File: src/rtl/ddr_seq_pkg.sv
package ddr_seq_pkg;

  localparam int CMD_W = 6;
  localparam int MRV_W = 13;
  localparam int IDX_W = 4;

  localparam int CB_MRS  = 0;
  localparam int CB_EMRS = 1;
  localparam int CB_REF  = 2;
  localparam int CB_PRE  = 3;
  localparam int CB_EMR2 = 4;
  localparam int CB_EMR3 = 5;

  typedef enum logic [1:0] {SK_CMD, SK_PAD, SK_FINAL} step_kind_e;

  typedef struct packed {
    step_kind_e         kind;
    logic [CMD_W-1:0]   cmd;
    logic               set_mode;
    logic [MRV_W-1:0]   mode;
    logic               set_emr;
    logic [MRV_W-1:0]   emr;
    logic               short_wait;
  } step_t;

  function automatic step_t blank_step();
    step_t s;
    s = '0;
    s.kind = SK_CMD;
    return s;
  endfunction

  function automatic step_t bare_cmd(input int bitpos, input logic sh);
    step_t s;
    s = blank_step();
    s.cmd[bitpos] = 1'b1;
    s.short_wait = sh;
    return s;
  endfunction

  function automatic step_t mode_cmd(input logic [MRV_W-1:0] v);
    step_t s;
    s = bare_cmd(CB_MRS, 1'b0);
    s.set_mode = 1'b1;
    s.mode = v;
    return s;
  endfunction

  function automatic step_t ext_cmd(input logic [MRV_W-1:0] v);
    step_t s;
    s = bare_cmd(CB_EMRS, 1'b0);
    s.set_emr = 1'b1;
    s.emr = v;
    return s;
  endfunction

  function automatic step_t final_step();
    step_t s;
    s = blank_step();
    s.kind = SK_FINAL;
    return s;
  endfunction

  function automatic step_t ddr1_step(input logic [IDX_W-1:0] idx);
    case (idx)
      4'd0:    return bare_cmd(CB_PRE, 1'b0);
      4'd1:    return ext_cmd(13'h000);
      4'd2:    return mode_cmd(13'h133);
      4'd3:    return bare_cmd(CB_PRE, 1'b0);
      4'd4:    return bare_cmd(CB_REF, 1'b0);
      4'd5:    return bare_cmd(CB_REF, 1'b0);
      4'd6:    return mode_cmd(13'h033);
      default: return final_step();
    endcase
  endfunction

  function automatic step_t ddr2_step(input logic [IDX_W-1:0] idx);
    step_t s;
    case (idx)
      4'd0:  return bare_cmd(CB_EMR2, 1'b1);
      4'd1:  return bare_cmd(CB_EMR3, 1'b1);
      4'd2: begin
        s = blank_step();
        s.kind = SK_PAD;
        s.short_wait = 1'b1;
        return s;
      end
      4'd3:    return bare_cmd(CB_PRE, 1'b0);
      4'd4:    return bare_cmd(CB_EMR2, 1'b0);
      4'd5:    return bare_cmd(CB_EMR3, 1'b0);
      4'd6:    return ext_cmd(13'h402);
      4'd7:    return mode_cmd(13'h143);
      4'd8:    return bare_cmd(CB_PRE, 1'b0);
      4'd9:    return bare_cmd(CB_REF, 1'b0);
      4'd10:   return bare_cmd(CB_REF, 1'b0);
      4'd11:   return mode_cmd(13'h043);
      4'd12:   return ext_cmd(13'h782);
      4'd13:   return ext_cmd(13'h402);
      default: return final_step();
    endcase
  endfunction

  function automatic step_t script_step(input logic ddr2, input logic [IDX_W-1:0] idx);
    return ddr2 ? ddr2_step(idx) : ddr1_step(idx);
  endfunction

  function automatic logic [31:0] refresh_word(input int interval, input int en_bit,
                                               input int ival_w);
    logic [31:0] w;
    w = 32'(interval) & ((32'd1 << ival_w) - 32'd1);
    w[en_bit] = 1'b1;
    return w;
  endfunction

endpackage

File: src/rtl/ddr_seq_timer.sv
module ddr_seq_timer #(
  parameter int CW = 8
) (
  input  logic          clk,
  input  logic          rst_n,
  input  logic          start,
  input  logic [CW-1:0] span_m1,
  output logic          expired
);
  logic [CW-1:0] cnt;
  logic          busy;

  always_ff @(posedge clk or negedge rst_n) begin
    if (!rst_n) begin
      cnt  <= '0;
      busy <= 1'b0;
    end else if (start) begin
      cnt  <= span_m1;
      busy <= 1'b1;
    end else if (busy) begin
      if (cnt == '0) busy <= 1'b0;
      else           cnt  <= cnt - CW'(1);
    end
  end

  assign expired = busy && (cnt == '0);

  assert_count_down_R5: assert property (@(posedge clk) disable iff (!rst_n)
    (busy && cnt != '0 && !start) |=> (busy && cnt == $past(cnt) - CW'(1)));

endmodule

File: src/rtl/ddr_seq_fsm.sv
module ddr_seq_fsm
  import ddr_seq_pkg::*;
#(
  parameter int WAIT_STD   = 100,
  parameter int WAIT_SHORT = 10,
  parameter int CW         = 8
) (
  input  logic          clk,
  input  logic          rst_n,
  input  logic          strap_i,
  input  logic          tmr_expired,
  output step_t         step_o,
  output logic          ddr2_o,
  output logic          load_o,
  output logic          fire_o,
  output logic          done_o,
  output logic          tmr_start_o,
  output logic [CW-1:0] tmr_span_o
);
  typedef enum logic [2:0] {PH_START, PH_LOAD, PH_HOLD, PH_FIRE, PH_WAIT, PH_DONE} phase_e;

  phase_e           phase;
  logic [IDX_W-1:0] idx;
  logic             strap_q;

  assign step_o = script_step(strap_q, idx);

  always_ff @(posedge clk or negedge rst_n) begin
    if (!rst_n) begin
      phase   <= PH_START;
      idx     <= '0;
      strap_q <= 1'b0;
    end else begin
      case (phase)
        PH_START: begin
          strap_q <= strap_i;
          idx     <= '0;
          phase   <= PH_LOAD;
        end
        PH_LOAD: phase <= PH_HOLD;
        PH_HOLD: phase <= PH_FIRE;
        PH_FIRE: phase <= (step_o.kind == SK_FINAL) ? PH_DONE : PH_WAIT;
        PH_WAIT: if (tmr_expired) begin
          idx   <= idx + IDX_W'(1);
          phase <= PH_LOAD;
        end
        default: phase <= PH_DONE;
      endcase
    end
  end

  assign ddr2_o      = strap_q;
  assign load_o      = (phase == PH_LOAD);
  assign fire_o      = (phase == PH_FIRE);
  assign done_o      = (phase == PH_DONE);
  assign tmr_start_o = fire_o && (step_o.kind != SK_FINAL);
  assign tmr_span_o  = step_o.short_wait ? CW'(WAIT_SHORT - 1) : CW'(WAIT_STD - 1);

  assert_strap_held_R9: assert property (@(posedge clk) disable iff (!rst_n)
    (phase != PH_START) |=> $stable(strap_q));

  assert_wait_exit_R5: assert property (@(posedge clk) disable iff (!rst_n)
    (phase == PH_WAIT && tmr_expired) |=> (phase == PH_LOAD));

endmodule

File: src/rtl/ddr_seq_outregs.sv
module ddr_seq_outregs
  import ddr_seq_pkg::*;
#(
  parameter int REF_W        = 16,
  parameter int REF_IVAL_W   = 10,
  parameter int REF_EN_BIT   = 14,
  parameter int REF_INTERVAL = 312,
  parameter int TAP_W        = 6,
  parameter int TAP_DDR1     = 32,
  parameter int TAP_DDR2     = 16
) (
  input  logic             clk,
  input  logic             rst_n,
  input  logic             load_i,
  input  logic             ddr2_i,
  input  step_kind_e       kind_i,
  input  logic             set_mode_i,
  input  logic [MRV_W-1:0] mode_i,
  input  logic             set_emr_i,
  input  logic [MRV_W-1:0] emr_i,
  output logic [MRV_W-1:0] mode_o,
  output logic [MRV_W-1:0] emr_o,
  output logic             pad_o,
  output logic [REF_W-1:0] refresh_o,
  output logic [TAP_W-1:0] tap0_o,
  output logic [TAP_W-1:0] tap1_o
);
  localparam logic [31:0] REF_FULL = refresh_word(REF_INTERVAL, REF_EN_BIT, REF_IVAL_W);
  localparam logic [REF_W-1:0] REF_VAL = REF_FULL[REF_W-1:0];

  logic [TAP_W-1:0] tap_pick;
  assign tap_pick = ddr2_i ? TAP_W'(TAP_DDR2) : TAP_W'(TAP_DDR1);

  always_ff @(posedge clk or negedge rst_n) begin
    if (!rst_n) begin
      mode_o    <= '0;
      emr_o     <= '0;
      pad_o     <= 1'b0;
      refresh_o <= '0;
      tap0_o    <= '0;
      tap1_o    <= '0;
    end else if (load_i) begin
      if (set_mode_i)         mode_o <= mode_i;
      if (set_emr_i)          emr_o  <= emr_i;
      if (kind_i == SK_PAD)   pad_o  <= 1'b1;
      if (kind_i == SK_FINAL) begin
        refresh_o <= REF_VAL;
        tap0_o    <= tap_pick;
        tap1_o    <= tap_pick;
      end
    end
  end

  assert_pad_sticky_R3: assert property (@(posedge clk) disable iff (!rst_n)
    pad_o |=> pad_o);

  assert_pad_ddr2_only_R3: assert property (@(posedge clk) disable iff (!rst_n)
    pad_o |-> ddr2_i);

endmodule

File: src/rtl/ddr_pwrup_seq.sv
module ddr_pwrup_seq #(
  parameter int WAIT_STD     = 100,
  parameter int WAIT_DIV     = 10,
  parameter int REF_W        = 16,
  parameter int REF_IVAL_W   = 10,
  parameter int REF_EN_BIT   = 14,
  parameter int REF_INTERVAL = 312,
  parameter int TAP_W        = 6,
  parameter int TAP_DDR1     = 32,
  parameter int TAP_DDR2     = 16
) (
  input  logic              clk,
  input  logic              rst_n,
  input  logic              ddr2_strap_i,
  output logic [5:0]        cmd_o,
  output logic [12:0]       mode_o,
  output logic [12:0]       emr_o,
  output logic              pad_ddr2_o,
  output logic [REF_W-1:0]  refresh_o,
  output logic [TAP_W-1:0]  tap_dqs0_o,
  output logic [TAP_W-1:0]  tap_dqs1_o,
  output logic              cfg_load_o,
  output logic              done_o
);
  import ddr_seq_pkg::*;

  localparam int WAIT_SHORT = (WAIT_STD / WAIT_DIV < 1) ? 1 : WAIT_STD / WAIT_DIV;
  localparam int CW         = $clog2(WAIT_STD + 1);

  step_t         cur_step;
  logic          ddr2_q;
  logic          load_w, fire_w, done_w;
  logic          tmr_start, tmr_expired;
  logic [CW-1:0] tmr_span;

  ddr_seq_fsm #(.WAIT_STD(WAIT_STD), .WAIT_SHORT(WAIT_SHORT), .CW(CW)) u_fsm (
    .clk         (clk),
    .rst_n       (rst_n),
    .strap_i     (ddr2_strap_i),
    .tmr_expired (tmr_expired),
    .step_o      (cur_step),
    .ddr2_o      (ddr2_q),
    .load_o      (load_w),
    .fire_o      (fire_w),
    .done_o      (done_w),
    .tmr_start_o (tmr_start),
    .tmr_span_o  (tmr_span)
  );

  ddr_seq_timer #(.CW(CW)) u_timer (
    .clk     (clk),
    .rst_n   (rst_n),
    .start   (tmr_start),
    .span_m1 (tmr_span),
    .expired (tmr_expired)
  );

  ddr_seq_outregs #(
    .REF_W(REF_W), .REF_IVAL_W(REF_IVAL_W), .REF_EN_BIT(REF_EN_BIT),
    .REF_INTERVAL(REF_INTERVAL), .TAP_W(TAP_W),
    .TAP_DDR1(TAP_DDR1), .TAP_DDR2(TAP_DDR2)
  ) u_out (
    .clk        (clk),
    .rst_n      (rst_n),
    .load_i     (load_w),
    .ddr2_i     (ddr2_q),
    .kind_i     (cur_step.kind),
    .set_mode_i (cur_step.set_mode),
    .mode_i     (cur_step.mode),
    .set_emr_i  (cur_step.set_emr),
    .emr_i      (cur_step.emr),
    .mode_o     (mode_o),
    .emr_o      (emr_o),
    .pad_o      (pad_ddr2_o),
    .refresh_o  (refresh_o),
    .tap0_o     (tap_dqs0_o),
    .tap1_o     (tap_dqs1_o)
  );

  assign cmd_o      = (fire_w && cur_step.kind == SK_CMD) ? cur_step.cmd : '0;
  assign cfg_load_o = fire_w && (cur_step.kind == SK_FINAL);
  assign done_o     = done_w;

  assert_onehot_R1: assert property (@(posedge clk) disable iff (!rst_n)
    $onehot0(cmd_o));

  assert_single_pulse_R1: assert property (@(posedge clk) disable iff (!rst_n)
    (cmd_o != '0) |=> (cmd_o == '0));

  assert_data_setup_R4: assert property (@(posedge clk) disable iff (!rst_n)
    (cmd_o != '0) |-> ($stable(mode_o) && $stable(emr_o)));

  assert_done_sticky_R8: assert property (@(posedge clk) disable iff (!rst_n)
    done_o |=> done_o);

  assert_quiet_after_done_R8: assert property (@(posedge clk) disable iff (!rst_n)
    done_o |-> (cmd_o == '0 && !cfg_load_o));

  assert_cfg_then_done_R7: assert property (@(posedge clk) disable iff (!rst_n)
    cfg_load_o |=> done_o);

endmodule

File: config.mk
export PLATFORM = sky130hd
export DESIGN_NAME = ddr_pwrup_seq
export DESIGN_NICKNAME = d
export VERILOG_FILES = /design/src/rtl/ddr_seq_pkg.sv /design/src/rtl/ddr_seq_timer.sv /design/src/rtl/ddr_seq_fsm.sv /design/src/rtl/ddr_seq_outregs.sv /design/src/rtl/ddr_pwrup_seq.sv
export SDC_FILE = /design/constraint.sdc
export NUM_CORES = 1
export LEC_CHECK = 0
export ABC_AREA = 0
export CAP_MARGIN = 10
export CORE_ASPECT_RATIO = 1.5
export CORE_MARGIN = 4
export CORE_UTILIZATION = 52
export CTS_CLUSTER_DIAMETER = 30
export DETAILED_ROUTE_END_ITERATION = 8
export GPL_TIMING_DRIVEN = 0
export PLACE_DENSITY = 0.91
export SKIP_LAST_GASP = 1
export SLEW_MARGIN = 0
export SYNTH_ARGS = -nofsm -noshare
export SYNTH_HDL_FRONTEND = slang
export SYNTH_HIERARCHICAL = 1
export SYNTH_SLANG_ARGS = --single-unit
File: constraint.sdc
create_clock -name clk -period 2.5 [get_ports clk]
set_input_delay 0.25 -clock clk [delete_from_list [all_inputs] [get_ports clk]]
set_output_delay 0.25 -clock clk [all_outputs]
set_load 0.02 [all_outputs]
* Yosys cells after proc, flatten, opt, wreduce, memory -nomap -nowiden
Index checks and enable logic that the tools add are counted.
** Word-level totals
- Output and inout port bits :: 63
- Bits of input ports :: 3
- Bits in read-only memories :: 0
- Word-level logic and storage cells :: 73
- Bits in writable memories :: 0
- Latch bits :: 0
- Memories kept :: 0
- Register bits :: 50
** Cells by class
- Shift operators :: 0
- Reductions and logical operators :: 21
- Equal/unequal tests :: 23
- Div/mod/pow operators :: 0
- $add $sub $neg :: 2
- Multiply operators :: 0
- Bitwise logic cells :: 0
- Order comparisons :: 0
- Muxes and demuxes :: 17
** Operator list (number)
- $pmux W37 S11 :: 1
- $pmux W37 S5 :: 1
- $mux W37 :: 1
- $mux W7 :: 4
- $eq A4 B4 Y1 const B :: 6
- $eq A4 B3 Y1 const B :: 4
- $pmux W3 S5 :: 1
- $mux W6 :: 2
- $reduce_and A2 Y1 :: 6
- $reduce_or A2 Y1 :: 5
- $eq A4 B2 Y1 const B :: 2
- $pmux W4 S2 :: 1
- $logic_not A7 Y1 :: 1
- $sub A7 B1 Y7 const B :: 1
- $eq A3 B2 Y1 const B :: 2
- $eq A3 B3 Y1 const B :: 2
- $ne A2 B2 Y1 const B :: 3
- $add A4 B1 Y4 const B :: 1
- $eq A4 B1 Y1 const B :: 1
- $logic_and A1 B1 Y1 :: 4
- $logic_not A4 Y1 :: 1
- $mux W1 :: 4
- $mux W4 :: 1
- $reduce_bool A2 Y1 :: 2
- other kinds (6) :: 6

* Longest topological paths before layout
Gate-level depths: netlist of run 1.
- Depth in word-level cells :: 8
- Depth in mapped cells :: 9
- Gate-level depth less buffers :: 8

* By module
The synthesis of run 1 kept the hierarchy.
** By module, submodules not included
- ddr_seq_outregs :: cells each 93, area each 1396.3 um^2, seq. area each 750.7 um^2, times used 1
- ddr_seq_fsm :: cells each 125, area each 1008.5 um^2, seq. area each 200.2 um^2, times used 1
- ddr_seq_timer :: cells each 56, area each 510.5 um^2, seq. area each 200.2 um^2, times used 1
- ddr_pwrup_seq :: cells each 7, area each 85.1 um^2, seq. area each 0.0 um^2, times used 1

* Least setup slack after synthesis of run 1
No wires, ideal clock.
- Kind :: flip-flop to flip-flop
- Start :: register u_timer.cnt[3]
- End :: register u_fsm.idx[3]
- Data required time :: 2.379 ns
- Library setup time :: 0.121 ns
- Path slack :: 0.429 ns
- Stages on the path, launching flop included :: 6
- Data arrival time :: 1.950 ns
- Buffers on the path :: 0
- Clock period less this slack :: 2.071 ns
- Cell sequence :: dfrtp_1 > nor4_1 > and3_1 > nand4_4 > mux2_1 > a22o_1
** Between the ends
- Longest elaborated chain between the ends :: 4
** Ends and longest elaborated chain
- start: declaration :: line ddr_seq_timer.sv:10 : logic [CW-1:0] cnt;
- start signal: assignment :: line ddr_seq_timer.sv:18 : cnt <= span_m1;
- start signal: assignment :: line ddr_seq_timer.sv:22 : else cnt <= cnt - CW'(1);
- $logic_not A7 Y1 :: line ddr_seq_timer.sv:26 : assign expired = busy && (cnt == '0);
- $logic_and A1 B1 Y1 :: line ddr_seq_timer.sv:26
- via tmr_expired :: line ddr_pwrup_seq.sv:33 : logic tmr_start, tmr_expired;
- $ne A2 B2 Y1 (no source line)
- $reduce_and A2 Y1 (no source line)
- end signal: assignment :: line ddr_seq_fsm.sv:44 : idx <= idx + IDX_W'(1);
- end: declaration :: line ddr_seq_fsm.sv:23 : logic [IDX_W-1:0] idx;
The timed path passes the listed nets, and every way through them passes these cells.
A chain may end at the register's enable or synchronous reset.

* Worst setup path in the final report of run 1
- Start :: register u_timer.cnt[0]
- End :: register u_fsm.idx[3]
Same word-level chain as after synthesis.

==> metrics.yaml, run 1 <==
sta:
  period_needed_ps: 2440
  fin_ws_ps: 63.0
  fmax_mhz: 410
  min_period_over_period_pct: 97.5
  slew_violations: 0
  slew_headroom_pct: 62.0
  fin_worst_skew_ps: 6.96
  finalSetupViolations: 0
  worst_slew_pin_slew_ps: 566
  finalHoldViolCount: 0
synth:
  ys_ff_latch: 46
  syn-instance-count: 281
  synth.distinct_cells: 59
  synth.avg_cell_area_sq_um: 10.7
  synthFlopType: "dfrtp_1"
  yosysSeqAreaShare_pct: 38.4
  netlist_area_sq_um: 3000
  synth_edf_count: 0
  async_reset_ff_share_pct: 100
  synth_warnings: 6
floorplan:
  start_util_pct: 54.2
  die_h_um: 101
  rows: 33
  ios: 66
  die_area_sq_um: 7070
  fp.dieW_um: 70.0
  coreArea_sq_um: 5530
clock_tree:
  clock_sinks: 46
  path_clk_slew_ps: 90
  clock_latency_ps: 300
  cts-root-buf: "clkbuf_8"
  cts-buffers-inserted: 5
  clockBufferDepth: 2
  cts_tree: "yes"
  h-tree-depth: 2
setup_path:
  slowest_delay_ps: 450
  ff2ff_path_depth: 7
  r2r-end: "u_fsm/idx[3]"
  critPathMaxFanout: 8
  crit_path_start_kind: "flip-flop"
  worstSetupPathType: "reg2reg"
  path_cells: "inv_1 > ha_1 > nor2b_1 > and3_1 > nand4_4 > mux2_1 > a22o_1"
  endpoint_kind: "flip-flop"
  cp_slowest_cell: "nor2b_1"
  r2r_slack_ps: 60
  r2r-start: "u_timer/cnt[0]"
  required_ps: 2680
  arrival_ps: 2620
finish:
  finalNetCount: 385
  multi_input_area_sq_um: 1500
  final_cell_area_sq_um: 3930
  register_area_sq_um: 1150
  finish.utilization_pct: 71.0
  drive_gt1_share_pct: 39.8
  n_antenna_cell: 0
  fillers: 392
  syn_to_final_growth_pct: 30.9
global_route:
  antenna_found_initial: 0
  grt_overflow: 0
  grt_pass1_wl_mm: 10.8
  grt_pass1_vias: 2291
  grt_max_degree: 29
  track_usage_pct: 18.7
routing:
  viasPerCell: 5.14
  via_count: 2297
  routed_wl_mm: 6.79
  drt_iter0_drc: 110
  dr.pass1.iters: 5
  detail-route-antenna-nets: 0
  wl_per_cell_um: 15.2
  drcViolationCount: 0
placed_design:
  portBuffers: 46
  placed_area_sq_um: 3690
  gp_congestion: 0.859
  dp_hpwl_mm: 4.79
  preCtsSetupSlack_ps: -361
pwr:
  vdd.ir_drop.worst_mv: 0.427
  power_density_nw_per_um2: 900
  leakage_uw: 0.00191
hold_path:
  hold_path.class: "in2async"
flow_run:
  maxCapViolations: 0
status:
  status: "finished, final reports clean"
[layer usage]
layer | up-vias | GRT usage [%] | wire (um)
met2 | 108 | 35.2 | 3750
met1 | 1093 | 20.2 | 2510
met5 | - | 0 | 0
li1 | 1078 | - | -
met3 | 18 | 2.99 | 374
met4 | 0 | 8.70 | 158
[cell usage after synthesis, types with 5 or more instances]
| cell type | count | area (sq um) |
|---|---|---|
| inv_1 | 11 | 41.3 |
| buf_4 | 55 | 413 |
| a21oi_1 | 9 | 45.0 |
| dfrtp_1 | 46 | 1150 |
| ha_1 | 6 | 75.1 |
| buf_6 | 7 | 78.8 |
| mux2_2 | 8 | 90.1 |
| nand2b_1 | 5 | 31.3 |
| o21ai_0 | 9 | 45.0 |
| mux2_4 | 20 | 300 |
| and4bb_2 | 6 | 75.1 |
| nand2_1 | 7 | 26.3 |
| nor2_1 | 17 | 63.8 |
[final cells by class]
class                   instances  area share (%)
plain buffers                  65            13.1
inverters                      12            1.15
flip-flops and latches         46            29.4
multi-input cells             192            38.1
clock inverters                 2           0.319
clock buffers                   6            2.10
well taps                      70            2.23
repair buffers                 54            13.6
[stage by stage]
stage | setup TNS, ps | hold slack (ps) | instances | total power [uW]
5_1_grt | -76.6 | 486 | 447 | 3760
2_1_floorplan | 0 | -45.6 | 315 | 2350
6_report | 0 | 468 | 447 | 3530
3_5_place_dp | -2310 | 230 | 432 | 2920
4_1_cts | -9.55 | 446 | 445 | 3460
3_3_place_gp | -3370 | 466 | 431 | 2830
[cells in the final DEF, fill, tap and decap left out, drive strengths merged, types with 3 or more instances in the layout]
| cell | synthesis | routed |
|---|---|---|
| a31o | 3 | 3 |
| a31oi | 3 | 3 |
| o21ai | 9 | 9 |
| nand3 | 3 | 3 |
| nor3 | 4 | 4 |
| and2 | 3 | 3 |
| nor2 | 17 | 17 |
| buf | 64 | 72 |
| nand2b | 5 | 5 |
| nand2 | 9 | 9 |
| and4bb | 6 | 6 |
| clkdlybuf4s15 | 0 | 6 |
| nor3b | 4 | 4 |
| and3 | 4 | 4 |
| nor2b | 3 | 3 |
| dfrtp | 46 | 46 |
| inv | 11 | 11 |
| a21oi | 9 | 9 |
| conb | 3 | 37 |
| clkdlybuf4s50 | 0 | 38 |
| ha | 6 | 6 |
| mux2 | 29 | 29 |
| clkbuf | 1 | 8 |
[worst max-delay path by stage]
stage                         from      endpoint  cells after the start
finish              u_timer/cnt[0]  u_fsm/idx[3]                      7
global route        u_timer/cnt[0]  u_fsm/idx[3]                      7
CTS                   u_fsm/idx[0]    cfg_load_o                      8
detailed placement    u_fsm/idx[0]    cfg_load_o                      7
global placement      u_fsm/idx[0]    cfg_load_o                      7
floorplan           u_timer/cnt[3]  u_fsm/idx[3]                      5
[logic make-up after synthesis]
family | after synthesis | share of synthesized area (%)
flip-flops | 46 | 38.4
XOR/XNOR | 2 | 0.584
AND/OR/NAND/NOR | 74 | 16.0
other | 3 | 0.375
AO/OA/AOI/OAI | 43 | 9.80
buffers and inverters | 77 | 18.7
adder cells (fa/ha/maj) | 6 | 2.50
multiplexers | 30 | 13.7
[worst max-delay path, delay by kind of cell (launching register included)]
kind            cells  cell delay (ps)
buf+inv             1              120
compound gates      1              190
mux                 1              340
fa+ha+maj           1              200
simple gates        3             1030
flops               1              430
[state kept, by name, summed over array words and instances, names as in the netlist]
register / flops
u_out/emr_o: 13
u_out/mode_o: 13
u_timer/cnt: 7
u_fsm/idx: 4
u_fsm/phase: 3
u_out/tap1_o: 2
u_fsm/ddr2_o: 1
u_out/pad_o: 1
u_out/refresh_o: 1
u_timer/busy: 1
[where the power goes]
part	switching, uW	internal, uW	total (uW)
clock network	251	222	474
logic	953	959	1910
registers	197	951	1150
total	1400	2130	3530
[timing repair]
action	4_1_cts	5_1_grt
pin swaps	2	0
hold buffers	1	0
endpoints found under the hold margin	18	0
gates resized for setup	28	13
setup buffers	4	2
setup endpoints to repair	8	8
Power figures use the tool's default switching activity.
==> inputs of run 2 (changes only) <==
Settings changed: MAX_ROUTING_LAYER from default to met4.
==> run 2 against run 1 <==
Count of clock-buffer cells in the layout stayed put. Worst setup slack got worse by 18 ps. Die area stayed put. Hold slack worse by 4.1 ps. Power about the same. Global-route usage is 0.61 points higher. Critical path depth did not move. Clock power decreased by 0.8%. Largest cell class unchanged. Design area did not move. Register-to-register slack got worse by 20 ps.
==> metrics.yaml, run 2 (synthesis gave the netlist of run 1 again) <==
setup_path:
  r2r-end: "u_fsm/idx[3]"  # unchanged
  slowest_delay_ps: 460  # was 450 ps
  required_ps: 2680  # about the same
  cp_slowest_cell: "nor2b_1"  # unchanged
  crit_family: "simple AND/OR/NAND/NOR gates"  # unchanged
  endpoint_kind: "flip-flop"  # unchanged
  arrival_ps: 2640  # was 2620 ps
  critPathMaxFanout: 8  # unchanged
  critPathBufInv: 1  # unchanged
  r2r_slack_ps: 40  # was 60 ps
  worstSetupPathType: "reg2reg"  # unchanged
  r2r-start: "u_timer/cnt[0]"  # unchanged
  ff2ff_path_depth: 7  # unchanged
  crit_path_start_kind: "flip-flop"  # unchanged
  path_cells: "inv_1 > ha_1 > nor2b_1 > and3_1 > nand4_4 > mux2_1 > a22o_1"  # unchanged
sta:
  tns_ps: 0  # unchanged
  finalSetupViolations: 0  # unchanged
  slew_headroom_pct: 61.9  # was 62.0%
  worst_slew_pin_slew_ps: 567  # was 566 ps
  min_period_over_period_pct: 98.2  # was 97.5%
  slew_violations: 0  # unchanged
  fmax_mhz: 407  # was 410 MHz
  finalHoldViolCount: 0  # unchanged
  fin_ws_ps: 44.8  # was 63.0 ps
  period_needed_ps: 2460  # was 2440 ps
  fin_worst_skew_ps: 5.28  # was 6.96 ps
global_route:
  grtUsageMet2_pct: 35.3  # was 35.2%
  grt_pass1_vias: 2293  # was 2291
  use_met3_pct: 3.59  # was 2.99%
  grt.busiest_layer: "met2"  # unchanged
  grtUsageMet1_pct: 20.1  # was 20.2%
  grt_max_degree: 29  # unchanged
  grt_overflow: 0  # unchanged
  track_usage_pct: 19.3  # was 18.7%
  antenna_found_initial: 0  # unchanged
  grt_pass1_wl_mm: 10.8  # about the same
clock_tree:
  h-tree-depth: 2  # unchanged
  cts-buffers-inserted: 5  # unchanged
  clock_sinks: 46  # unchanged
  clock_latency_ps: 290  # was 300 ps
  path_clk_slew_ps: 90  # about the same
  cts_tree: "yes"  # unchanged
  cts-root-buf: "clkbuf_8"  # unchanged
  clockBufferDepth: 2  # unchanged
floorplan:
  die_area_sq_um: 7070  # unchanged
  die_h_um: 101  # unchanged
  start_util_pct: 54.2  # unchanged
  coreArea_sq_um: 5530  # unchanged
  rows: 33  # unchanged
  fp.dieW_um: 70.0  # unchanged
  ios: 66  # unchanged
routing:
  drcViolationCount: 0  # unchanged
  dr.pass1.iters: 5  # unchanged
  routed_wl_mm: 6.76  # was 6.79 mm
  detail-route-antenna-nets: 0  # unchanged
  wl_per_cell_um: 15.1  # was 15.2 um
  viasPerCell: 5.16  # was 5.14
  drt_iter0_drc: 119  # was 110
  via_count: 2305  # was 2297
placed_design:
  gp_congestion: 0.873  # was 0.859
  dp_hpwl_mm: 4.79  # unchanged
  portBuffers: 46  # unchanged
  preCtsSetupSlack_ps: -361  # unchanged
finish:
  n_antenna_cell: 0  # unchanged
  drive_gt1_share_pct: 39.8  # unchanged
  finish.utilization_pct: 71.0  # unchanged
  fillers: 392  # unchanged
  layout_commonest_cell: "buf_4"  # unchanged
  top_regs: "u_out/emr_o x13, u_out/mode_o x13, u_timer/cnt x7"  # unchanged
  syn_to_final_growth_pct: 30.9  # unchanged
  final_cell_mix: "buf_4 (61), dfrtp_1 (44), clkdlybuf4s50_1 (38), conb_1 (37), mux2_4 (20)"  # unchanged
  finalNetCount: 385  # unchanged
pwr:
  power_density_nw_per_um2: 900  # about the same
  leakage_uw: 0.00191  # about the same
  vdd.ir_drop.worst_mv: 0.425  # was 0.427 mV
flow_run:
  maxCapViolations: 0  # unchanged
hold_path:
  hold_path.class: "in2async"  # unchanged
status:
  status: "finished, final reports clean"  # unchanged
[run 2: cell counts in the layout (fill, tap and decap cells not counted)]
No cell type changed its count.
[run 2: final cells by class]
type	instances	area (sq um)	area share (%)
buffer	65	515	13.1
timing repair buffer	54	533	13.6
clock buffer	6	82.6	2.10
tap	70	87.6	2.23
multi-input combinational	192	1500	38.1
clock inverter	2	12.5	0.319
inverter	12	45.0	1.15
sequential	46	1150	29.4
[run 2: report_power, final]
group          switching, uW  internal (uW)
sequential               197            951
combinational            955            960
clock                    248            222
total                   1400           2130
[run 2: layer usage]
metal	up-vias	routed length, um
li1	1073	-
met5	-	0
met1	1096	2480
met2	110	3690
met3	26	382
met4	0	211
[run 2: worst max-delay path by stage]
stage               slack, ps  cells after the start            to            from
floorplan                 430                      5  u_fsm/idx[3]  u_timer/cnt[3]
global placement         -270                      7    cfg_load_o    u_fsm/idx[0]
detailed placement       -360                      7    cfg_load_o    u_fsm/idx[0]
CTS                       -10                      8    cfg_load_o    u_fsm/idx[0]
global route              -60                      7  u_fsm/idx[3]  u_timer/cnt[0]
finish                     40                      7  u_fsm/idx[3]  u_timer/cnt[0]
[run 2: repair_timing]
action	4_1_cts	5_1_grt
endpoints found under the setup margin	8	8
buffers inserted	4	2
resized for setup	28	13
pin swaps	2	1
endpoints found under the hold margin	18	0
hold buffers	1	0
[run 2: metrics by stage]
stage	instances	cell area (sq um)	power (uW)	hold slack (ps)
after global routing	447	3930	3760	483
final	447	3930	3530	464
after global placement	431	3680	2830	466
after detailed placement	432	3690	2920	230
after CTS	445	3850	3460	446
after floorplan	315	3130	2350	-45.6
[run 2: worst register-to-register path, cell delays in order (launching register included)]
cell	delay (ps)
dfrtp_1	420
inv_1	120
ha_1	210
nor2b_1	460
and3_1	450
nand4_4	140
mux2_1	340
a22o_1	190
